--- src/rtl/dmach_qptr_pkg.sv ---
package dmach_qptr_pkg;
  localparam int WIN_AW = 12;
  localparam int DATA_W = 32;

  typedef enum logic [1:0] {
    SEL_REQ_HEAD = 2'd0,
    SEL_REQ_TAIL = 2'd1,
    SEL_RSP_HEAD = 2'd2,
    SEL_RSP_TAIL = 2'd3
  } qsel_e;
endpackage

--- src/rtl/dmach_qptr_ring.sv ---
module dmach_qptr_ring #(
  parameter int RING_DEPTH     = 8,
  parameter int IDX_W          = 3,
  parameter bit HOST_SIDE_TAIL = 1'b1
) (
  input  logic             clk,
  input  logic             rst,
  input  logic             host_we,
  input  logic [31:0]      host_wval,
  input  logic             dev_adv,
  output logic [IDX_W-1:0] head,
  output logic [IDX_W-1:0] tail,
  output logic             empty,
  output logic             full,
  output logic             adv_done
);
  localparam logic [IDX_W-1:0] LAST = IDX_W'(RING_DEPTH - 1);

  function automatic logic [IDX_W-1:0] step(input logic [IDX_W-1:0] v);
    return (v == LAST) ? '0 : v + 1'b1;
  endfunction

  logic host_ok;
  logic [IDX_W-1:0] adv_ptr;

  assign host_ok = host_we && (host_wval < 32'(RING_DEPTH));
  assign empty   = (head == tail);
  assign full    = (step(tail) == head);

  generate
    if (HOST_SIDE_TAIL) begin : g_host_tail
      assign adv_done = dev_adv && !empty;
      assign adv_ptr  = head;
      always_ff @(posedge clk) begin
        if (rst) begin
          head <= '0;
          tail <= '0;
        end else begin
          if (host_ok)  tail <= host_wval[IDX_W-1:0];
          if (adv_done) head <= step(head);
        end
      end
      p_take_blocked_r5: assert property (@(posedge clk) disable iff (rst)
        (dev_adv && empty) |=> $stable(head));
    end else begin : g_host_head
      assign adv_done = dev_adv && !full;
      assign adv_ptr  = tail;
      always_ff @(posedge clk) begin
        if (rst) begin
          head <= '0;
          tail <= '0;
        end else begin
          if (host_ok)  head <= host_wval[IDX_W-1:0];
          if (adv_done) tail <= step(tail);
        end
      end
      p_post_stalled_r6: assert property (@(posedge clk) disable iff (rst)
        (dev_adv && full) |=> $stable(tail));
    end
  endgenerate

  p_wrap_zero_r11: assert property (@(posedge clk) disable iff (rst)
    (adv_done && adv_ptr == LAST) |=> (adv_ptr == '0));
endmodule

--- src/rtl/dmach_qptr_decode.sv ---
module dmach_qptr_decode
  import dmach_qptr_pkg::*;
#(
  parameter int IDX_W = 3
) (
  input  logic              clk,
  input  logic              rst,
  input  logic              host_wr,
  input  logic              host_rd,
  input  logic [WIN_AW-1:0] host_addr,
  input  logic [IDX_W-1:0]  req_head,
  input  logic [IDX_W-1:0]  req_tail,
  input  logic [IDX_W-1:0]  rsp_head,
  input  logic [IDX_W-1:0]  rsp_tail,
  output logic              wr_req_tail,
  output logic              wr_rsp_head,
  output logic [DATA_W-1:0] host_rdata,
  output logic              host_rvalid
);
  logic  hit;
  qsel_e sel;
  logic [DATA_W-1:0] rd_mux;

  assign hit = (host_addr[WIN_AW-1:4] == '0) && (host_addr[1:0] == 2'b00);
  assign sel = qsel_e'(host_addr[3:2]);

  assign wr_req_tail = host_wr && hit && (sel == SEL_REQ_TAIL);
  assign wr_rsp_head = host_wr && hit && (sel == SEL_RSP_HEAD);

  always_comb begin
    rd_mux = '0;
    if (hit) begin
      unique case (sel)
        SEL_REQ_HEAD: rd_mux = DATA_W'(req_head);
        SEL_REQ_TAIL: rd_mux = DATA_W'(req_tail);
        SEL_RSP_HEAD: rd_mux = DATA_W'(rsp_head);
        SEL_RSP_TAIL: rd_mux = DATA_W'(rsp_tail);
        default:      rd_mux = '0;
      endcase
    end
  end

  always_ff @(posedge clk) begin
    if (rst) begin
      host_rdata  <= '0;
      host_rvalid <= 1'b0;
    end else begin
      host_rvalid <= host_rd;
      if (host_rd) host_rdata <= rd_mux;
    end
  end

  p_read_latency_r2: assert property (@(posedge clk) disable iff (rst)
    host_rd |=> host_rvalid);
endmodule

--- src/rtl/dmach_qptr_msi.sv ---
module dmach_qptr_msi (
  input  logic clk,
  input  logic rst,
  input  logic post_done,
  input  logic was_empty,
  input  logic force_req,
  input  logic force_en,
  output logic msi_pulse
);
  logic fire;
  assign fire = post_done && (was_empty || (force_req && force_en));

  always_ff @(posedge clk) begin
    if (rst) msi_pulse <= 1'b0;
    else     msi_pulse <= fire;
  end

  p_msi_needs_post_r9: assert property (@(posedge clk) disable iff (rst)
    msi_pulse |-> $past(post_done));
  p_quiet_nonempty_r10: assert property (@(posedge clk) disable iff (rst)
    (post_done && !was_empty && !(force_req && force_en)) |=> !msi_pulse);
endmodule

--- src/rtl/dmach_qptr_regs.sv ---
module dmach_qptr_regs
  import dmach_qptr_pkg::*;
#(
  parameter int RING_DEPTH  = 8,
  parameter int ADDR_W      = 64,
  parameter int REQ_ELEM_LG = 6,
  parameter int RSP_ELEM_LG = 2,
  parameter int CHUNK_BYTES = 4096
) (
  input  logic              clk,
  input  logic              rst,
  input  logic [ADDR_W-1:0] cfg_chunk_base,
  input  logic              cfg_force_msi_en,
  input  logic              host_wr,
  input  logic              host_rd,
  input  logic [11:0]       host_addr,
  input  logic [31:0]       host_wdata,
  output logic [31:0]       host_rdata,
  output logic              host_rvalid,
  output logic              dev_req_avail,
  output logic [ADDR_W-1:0] dev_req_addr,
  input  logic              dev_req_take,
  output logic              dev_rsp_ready,
  output logic [ADDR_W-1:0] dev_rsp_addr,
  input  logic              dev_rsp_post,
  input  logic              dev_rsp_force,
  output logic              msi_pulse
);
  localparam int IDX_W   = (RING_DEPTH > 1) ? $clog2(RING_DEPTH) : 1;
  localparam int RSP_OFS = CHUNK_BYTES - RING_DEPTH * (1 << RSP_ELEM_LG);

  logic [IDX_W-1:0] req_head, req_tail, rsp_head, rsp_tail;
  logic req_empty, req_full, rsp_empty, rsp_full;
  logic req_adv, rsp_adv;
  logic wr_req_tail, wr_rsp_head;

  dmach_qptr_decode #(.IDX_W(IDX_W)) u_dec (
    .clk(clk), .rst(rst), .host_wr(host_wr), .host_rd(host_rd),
    .host_addr(host_addr), .req_head(req_head), .req_tail(req_tail),
    .rsp_head(rsp_head), .rsp_tail(rsp_tail), .wr_req_tail(wr_req_tail),
    .wr_rsp_head(wr_rsp_head), .host_rdata(host_rdata), .host_rvalid(host_rvalid)
  );

  dmach_qptr_ring #(.RING_DEPTH(RING_DEPTH), .IDX_W(IDX_W), .HOST_SIDE_TAIL(1'b1)) u_req (
    .clk(clk), .rst(rst), .host_we(wr_req_tail), .host_wval(host_wdata),
    .dev_adv(dev_req_take), .head(req_head), .tail(req_tail),
    .empty(req_empty), .full(req_full), .adv_done(req_adv)
  );

  dmach_qptr_ring #(.RING_DEPTH(RING_DEPTH), .IDX_W(IDX_W), .HOST_SIDE_TAIL(1'b0)) u_rsp (
    .clk(clk), .rst(rst), .host_we(wr_rsp_head), .host_wval(host_wdata),
    .dev_adv(dev_rsp_post), .head(rsp_head), .tail(rsp_tail),
    .empty(rsp_empty), .full(rsp_full), .adv_done(rsp_adv)
  );

  dmach_qptr_msi u_msi (
    .clk(clk), .rst(rst), .post_done(rsp_adv), .was_empty(rsp_empty),
    .force_req(dev_rsp_force), .force_en(cfg_force_msi_en), .msi_pulse(msi_pulse)
  );

  assign dev_req_avail = !req_empty;
  assign dev_rsp_ready = !rsp_full;
  assign dev_req_addr  = cfg_chunk_base + (ADDR_W'(req_head) << REQ_ELEM_LG);
  assign dev_rsp_addr  = cfg_chunk_base + ADDR_W'(RSP_OFS) + (ADDR_W'(rsp_tail) << RSP_ELEM_LG);

  logic unused_full;
  assign unused_full = req_full;
endmodule

--- config.mk ---
export PLATFORM = sky130hd
export DESIGN_NAME = dmach_qptr_regs
export DESIGN_NICKNAME = d
export VERILOG_FILES = /design/src/rtl/dmach_qptr_pkg.sv /design/src/rtl/dmach_qptr_ring.sv /design/src/rtl/dmach_qptr_decode.sv /design/src/rtl/dmach_qptr_msi.sv /design/src/rtl/dmach_qptr_regs.sv
export SDC_FILE = /design/constraint.sdc
export NUM_CORES = 1
export LEC_CHECK = 0
export ABC_AREA = 1
export ABC_CLOCK_PERIOD_IN_PS = 3890
export BUFFER_PORTS_ARGS = -buffer_cell sky130_fd_sc_hd__buf_4
export CORE_MARGIN = 5
export CORE_UTILIZATION = 47
export CTS_CLUSTER_DIAMETER = 100
export DETAILED_ROUTE_END_ITERATION = 6
export GPL_TIMING_DRIVEN = 0
export HOLD_SLACK_MARGIN = 0.1
export PLACE_DENSITY_LB_ADDON = 0.05
export SLEW_MARGIN = 5
export SYNTH_ARGS = -nofsm -noshare
export SYNTH_HDL_FRONTEND = slang
export SYNTH_SLANG_ARGS = --single-unit
--- constraint.sdc ---
create_clock -name clk -period 3.89 [get_ports clk]
set_input_delay 1.167 -clock clk [delete_from_list [all_inputs] [get_ports clk]]
set_output_delay 1.167 -clock clk [all_outputs]
set_load 0.01 [all_outputs]
==> impl_metrics.tcl, run 1 <==
set metrics [dict create \
    status "finished, violations left" \
    violations "setup timing" \
    synth_ff_type "dfxtp_1" \
    totalWireLength_um 21900 \
    crit_path_start_kind "input pin" \
    cp_slowest_cell "fa_2" \
    synthesis.instances 931 \
    drtIter0Drc 668 \
    io_pins 280 \
    synth.avg_cell_area_sq_um 5.41 \
    start_util_pct 48.5 \
    postLayoutCellArea_sq_um 8080 \
    worst_slew_pin_slew_ns 0.539 \
    critical_path.max_stage_delay_ns 0.36 \
    r2r_start "u_rsp.tail[0]$_SDFFE_PP0P_" \
    relSlewSlack_pct 63.7 \
    synth_top_cells_by_count "nand2_1, nor2_1, inv_1" \
    rsz0062_at_grt "true" \
    cts_root_buf "clkbuf_8" \
    gr-usage-all-layers_pct 30.8 \
    fp.dieH_um 113 \
    fin_nets 1373 \
    async_flop_share_pct 0 \
    num_antenna_cells 0 \
    holdWs_ns 0.458 \
    path_buf_inv 5 \
    ys_ff_latch 17 \
    yosysTopAreaCellShare_pct 20.1 \
    power.density_nw_per_um2 170 \
    synth_top_area_cell "nand2_1" \
    area_growth_pct 60.6 \
    rr_worst_depth 8 \
    hold_viol 0 \
    critPathRequiredTime_ns 2.72 \
    netlist_area_sq_um 5030 \
    setup_ws_ns -0.166 \
    path_cells "buf_8 -> ha_4 -> inv_4 -> fa_2 -> inv_2 -> nand2_2 -> nand2_4 -> nand3_4 -> buf_4 -> nor2_4 -> nand3_2 -> xor2_1 -> buf_4" \
    core_sq_um 10400 \
    cts_tree "done" \
    pre_cts_slack_ns -0.563 \
    yosysMostFrequentCell "nand2_1" \
    crit_path_frequent_cell "buf_4" \
    clk_path_buf_depth 2 \
    drv_cap 0 \
    leakage_nw 4.20 \
    routedWlPerCell_um 15.9 \
    grt-ovfl-total 0 \
    hold_start "u_dec.host_rdata[1]$_SDFFE_PP0P_" \
    multiInputGateArea_sq_um 4470 \
    gp_congestion 0.984 \
    setup_violations 42 \
    fin_crit_ns 4.06 \
    synthTopCellsByArea "nand2_1, xor2_1, nor2_1" \
    cp.arrival_ns 2.89 \
    min_path_cells 2 \
    first_global_vias 6671 \
    hpwl_um 17500 \
    place_area_sq_um 7140 \
    route.vias.total 7125 \
    skew_ns 0.00273 \
    cts_made_buffers 3 \
    place_inst 1339 \
    hold_end "u_dec.host_rdata[1]$_SDFFE_PP0P_" \
    criticalPathCategory "in -> out" \
    grt_pass1_wl_um 32400 \
    drive_above_1_share_pct 39.3 \
    yosys_warnings 0 \
    synth_edf_count 0 \
    die_width_um 113 \
    postRouteAntennaNets 0 \
    clock-sinks 17 \
    fill_cells 840 \
    insertion_delay_ns 0.26 \
    hold_buffers 0 \
    htreeDepth 1 \
    antenna_found_initial 0 \
    end_kind "output pin" \
    max_freq_mhz 247 \
    die_area_sq_um 12900 \
    hp-class "reg -> reg" \
    drc 0 \
    portBuffers 244 \
    stdcell_count 1380 \
    yosysSeqAreaShare_pct 6.76 \
    yosysUniqueCellTypes 35 \
    dr.pass1.iters 6 \
    ir_drop_uv 286 \
    vias_per_cell 5.16 \
    regToRegSetupSlack_ns 2.13 \
    r2r_end "u_rsp.tail[2]$_SDFFE_PP0P_" \
    finalCritPeriodShare_pct 104 \
    regArea_sq_um 340 \
    cts.clk_slew.worst_paths_ns 0.07 \
    p_total_mw 1.38 \
    slew_viol_final 0 \
    grt_max_degree 11 \
    critPathMaxFanout 4 \
    crit_family "buffers and inverters" \
    std_cell_rows 37 \
]
## per-stage QoR
step           utilization (%)  TNS, ns
6_report                  77.9    -2.93
5_1_grt                   77.9    -7.08
4_1_cts                   74.7    -1.70
3_5_place_dp              68.8   -19.73
3_3_place_gp              68.8   -18.67
2_1_floorplan                -        0
## layer usage
layer  global-route usage [%]  wire length, um  vias to the layer above
met4                     12.6             1180                        0
met3                     5.52             2280                       98
met5                        0                0                        -
met2                     51.4            10100                      451
met1                     38.9             8340                     3133
li1                         -                -                     3443
## cells in the final DEF (no fill, tap or decap), types with 5 or more instances in the layout
master,n
o21ai_1,7
dfxtp_1,17
xnor2_1,18
nor2_4,22
xor2_2,7
nand2_1,246
nand3_2,9
a21oi_1,8
conb_1,29
inv_1,120
nor3_2,5
buf_4,297
nand2_2,30
nand2_4,16
o21ai_2,8
ha_1,6
nor2_2,25
inv_2,16
buf_6,18
nor3_1,12
nor2_1,117
nand3_1,67
xor2_1,51
nand4_1,27
o21ai_0,17
## where the power goes
| group | internal, mW | leakage, nW | switching, mW |
|---|---|---|---|
| Sequential | 0.195 | 0.138 | 0.0355 |
| Combinational | 0.483 | 4.03 | 0.529 |
| Clock | 0.0712 | 0.0255 | 0.0626 |
| Total | 0.749 | 4.20 | 0.627 |
## how the worst max path moves through the flow
stage | from | endpoint | slack [ns] | cells past startpoint
2_1_floorplan | cfg_chunk_base[6] | dev_req_addr[38] | 0.04 | 11
3_3_place_gp | cfg_chunk_base[2] | dev_rsp_addr[48] | -0.54 | 12
3_5_place_dp | cfg_chunk_base[2] | dev_rsp_addr[48] | -0.56 | 12
4_1_cts | cfg_chunk_base[6] | dev_req_addr[42] | -0.14 | 13
5_1_grt | cfg_chunk_base[6] | dev_req_addr[52] | -0.25 | 13
6_report | cfg_chunk_base[6] | dev_req_addr[52] | -0.17 | 13
## sequential cells by signal, summed over array words and instances (netlist names)
signal,count
u_dec.host_rvalid,1
u_rsp.tail,3
u_rsp.head,3
u_req.head,3
u_dec.host_rdata,3
u_msi.msi_pulse,1
u_req.tail,3
## timing repair
| item | 4_1_cts | 5_1_grt |
|---|---|---|
| endpoints found under the setup margin | 80 | 88 |
| setup buffers | 27 | 12 |
| pin swaps | 41 | 37 |
| gates resized for setup | 93 | 56 |
## kinds of logic after synthesis
logic type	count (synthesis)	share of synthesized area (%)
AO/OA/AOI/OAI	48	5.20
XOR/XNOR	80	13.9
adder cells (fa/ha/maj)	12	3.28
buffers and inverters	183	16.6
flip-flops	17	6.76
other	1	0.0745
AND/OR/NAND/NOR	590	54.2
## worst register-to-register path, cell delays in order, from the launching register on
cell and delay (ns):
dfxtp_1 0.50, ha_1 0.20, ha_1 0.25, xnor2_1 0.18
nand4_1 0.14, nand2_1 0.21, nand2_1 0.08, nand2_1 0.06
nor2_1 0.04
## final cells by class
type                            instances  area share, %
Buffer                                 43           3.79
Sequential cell                        17           4.21
Multi-Input combinational cell        759           55.3
Inverter                              140           6.58
Tap cell                              136           2.11
Clock buffer                            3          0.511
Timing Repair Buffer                  281           27.4
Clock inverter                          1         0.0619
Note: power is estimated with default switching activity, not from simulation.
==> run 2: changes to the inputs <==
- REMOVE_ABC_BUFFERS: not set -> 1
- SLEW_MARGIN: 5 -> not set
==> impl_metrics.tcl, run 2 (synthesized netlist as in run 1, its figures left out) <==
set metrics [dict create \
    status "finished, violations left" \
    violations "setup timing" \
    rr_worst_depth 9 \
    die_width_um 113 \
    drtIter0Drc 516 \
    hold_start "u_dec.host_rdata[1]$_SDFFE_PP0P_" \
    crit_path_start_kind "input pin" \
    place_area_sq_um 6830 \
    slew_viol_final 0 \
    regToRegSetupSlack_ns 2.08 \
    grt_max_degree 14 \
    cp.arrival_ns 2.84 \
    totalWireLength_um 21500 \
    gp_congestion 0.962 \
    core_sq_um 10400 \
    insertion_delay_ns 0.26 \
    rsz0062_at_grt "true" \
    power.density_nw_per_um2 174 \
    first_global_vias 6506 \
    critPathRequiredTime_ns 2.72 \
    portBuffers 244 \
    route.vias.total 6965 \
    max_freq_mhz 250 \
    path_cells "buf_8 -> ha_4 -> inv_4 -> fa_2 -> inv_2 -> nand2_2 -> nand2_4 -> nand3_4 -> nor2_4 -> nand3_2 -> xor2_1 -> buf_4" \
    std_cell_rows 37 \
    cts.clk_slew.worst_paths_ns 0.07 \
    fin_nets 1326 \
    cts_made_buffers 3 \
    grt-ovfl-total 0 \
    critPathMaxFanout 4 \
    regArea_sq_um 340 \
    critical_path.max_stage_delay_ns 0.34 \
    postLayoutCellArea_sq_um 7670 \
    hold_buffers 0 \
    end_kind "output pin" \
    ir_drop_uv 254 \
    drv_cap 0 \
    criticalPathCategory "in -> out" \
    setup_ws_ns -0.115 \
    drc 0 \
    hpwl_um 17300 \
    cts_root_buf "clkbuf_8" \
    die_area_sq_um 12900 \
    r2r_start "u_rsp.tail[0]$_SDFFE_PP0P_" \
    routedWlPerCell_um 16.1 \
    io_pins 280 \
    gr-usage-all-layers_pct 29.8 \
    fin_crit_ns 4.01 \
    min_path_cells 2 \
    cp_slowest_cell "fa_2" \
    vias_per_cell 5.23 \
    postRouteAntennaNets 0 \
    multiInputGateArea_sq_um 4430 \
    layout_common_cells "buf_4, nand2_1, nor2_1" \
    clk_path_buf_depth 2 \
    stdcell_count 1333 \
    skew_ns 0.00167 \
    r2r_end "u_rsp.tail[2]$_SDFFE_PP0P_" \
    setup_violations 31 \
    clock-sinks 17 \
    place_inst 1296 \
    num_antenna_cells 0 \
    cts_tree "done" \
    htreeDepth 1 \
    hp-class "reg -> reg" \
    hold_viol 0 \
    area_growth_pct 52.3 \
    fill_cells 913 \
    grt_pass1_wl_um 31400 \
    finalCritPeriodShare_pct 103 \
    dr.pass1.iters 5 \
    drive_above_1_share_pct 36.6 \
    antenna_found_initial 0 \
    leakage_nw 3.90 \
    fp.dieH_um 113 \
    start_util_pct 48.5 \
    hold_end "u_dec.host_rdata[1]$_SDFFE_PP0P_" \
    holdWs_ns 0.457 \
    layout_commonest_cell "buf_4" \
]
## run 2: how the worst max path moves through the flow
stage                       from          endpoint  slack [ns]  cells past startpoint
3_3_place_gp   cfg_chunk_base[6]  dev_req_addr[50]       -0.46                     15
6_report       cfg_chunk_base[6]  dev_req_addr[48]       -0.12                     12
2_1_floorplan  cfg_chunk_base[6]  dev_req_addr[38]        0.04                     11
4_1_cts        cfg_chunk_base[6]  dev_req_addr[50]       -0.15                     15
5_1_grt        cfg_chunk_base[6]  dev_req_addr[42]       -0.19                     14
3_5_place_dp   cfg_chunk_base[6]  dev_req_addr[38]       -0.48                     13
## run 2: repair_timing
item	CTS	global route
gates resized for setup	70	66
setup buffers	23	12
gates cloned	0	1
pin swaps	23	37
endpoints found under the setup margin	91	84
## run 2: worst max-delay path: cells and delay by family
| kind | cells | cell delay (ns) |
|---|---|---|
| adder cells (fa/ha/maj) | 2 | 0.48 |
| buffers and inverters | 4 | 0.37 |
| AND/OR/NAND/NOR | 5 | 0.61 |
| XOR/XNOR | 1 | 0.22 |
## run 2: metrics by stage
| step | setup TNS (ns) | worst slack [ns] | total power [mW] | util, % |
|---|---|---|---|---|
| 5_1_grt | -4.43 | -0.192 | 1.42 | 73.9 |
| 3_3_place_gp | -20.62 | -0.459 | 1.03 | 65.9 |
| 4_1_cts | -2.07 | -0.152 | 1.28 | 70.5 |
| 2_1_floorplan | 0 | 0.0399 | 0.623 | - |
| 6_report | -1.34 | -0.115 | 1.33 | 73.9 |
| 3_5_place_dp | -20.75 | -0.476 | 1.04 | 65.9 |
## run 2: routing by layer
layer / GRT usage, % / vias up / routed length, um
met5: 0 / - / 0
met1: 34.1 / 3111 / 7760
met2: 55.2 / 402 / 10600
met3: 3.82 / 87 / 2030
met4: 12.8 / 0 / 1150
li1: - / 3365 / -
## run 2: where the power goes
group          internal [mW]  total [mW]  switching (mW)
sequential             0.195       0.230          0.0347
clock                 0.0728       0.137          0.0638
combinational          0.449       0.968           0.519
total                  0.716        1.33           0.618
## run 2: layout make-up
cell class	count	share of cell area, %
Tap cell	136	2.22
Inverter	140	6.94
Multi-Input combinational cell	760	57.8
Clock buffer	4	0.588
Sequential cell	17	4.44
Timing Repair Buffer	276	28.0
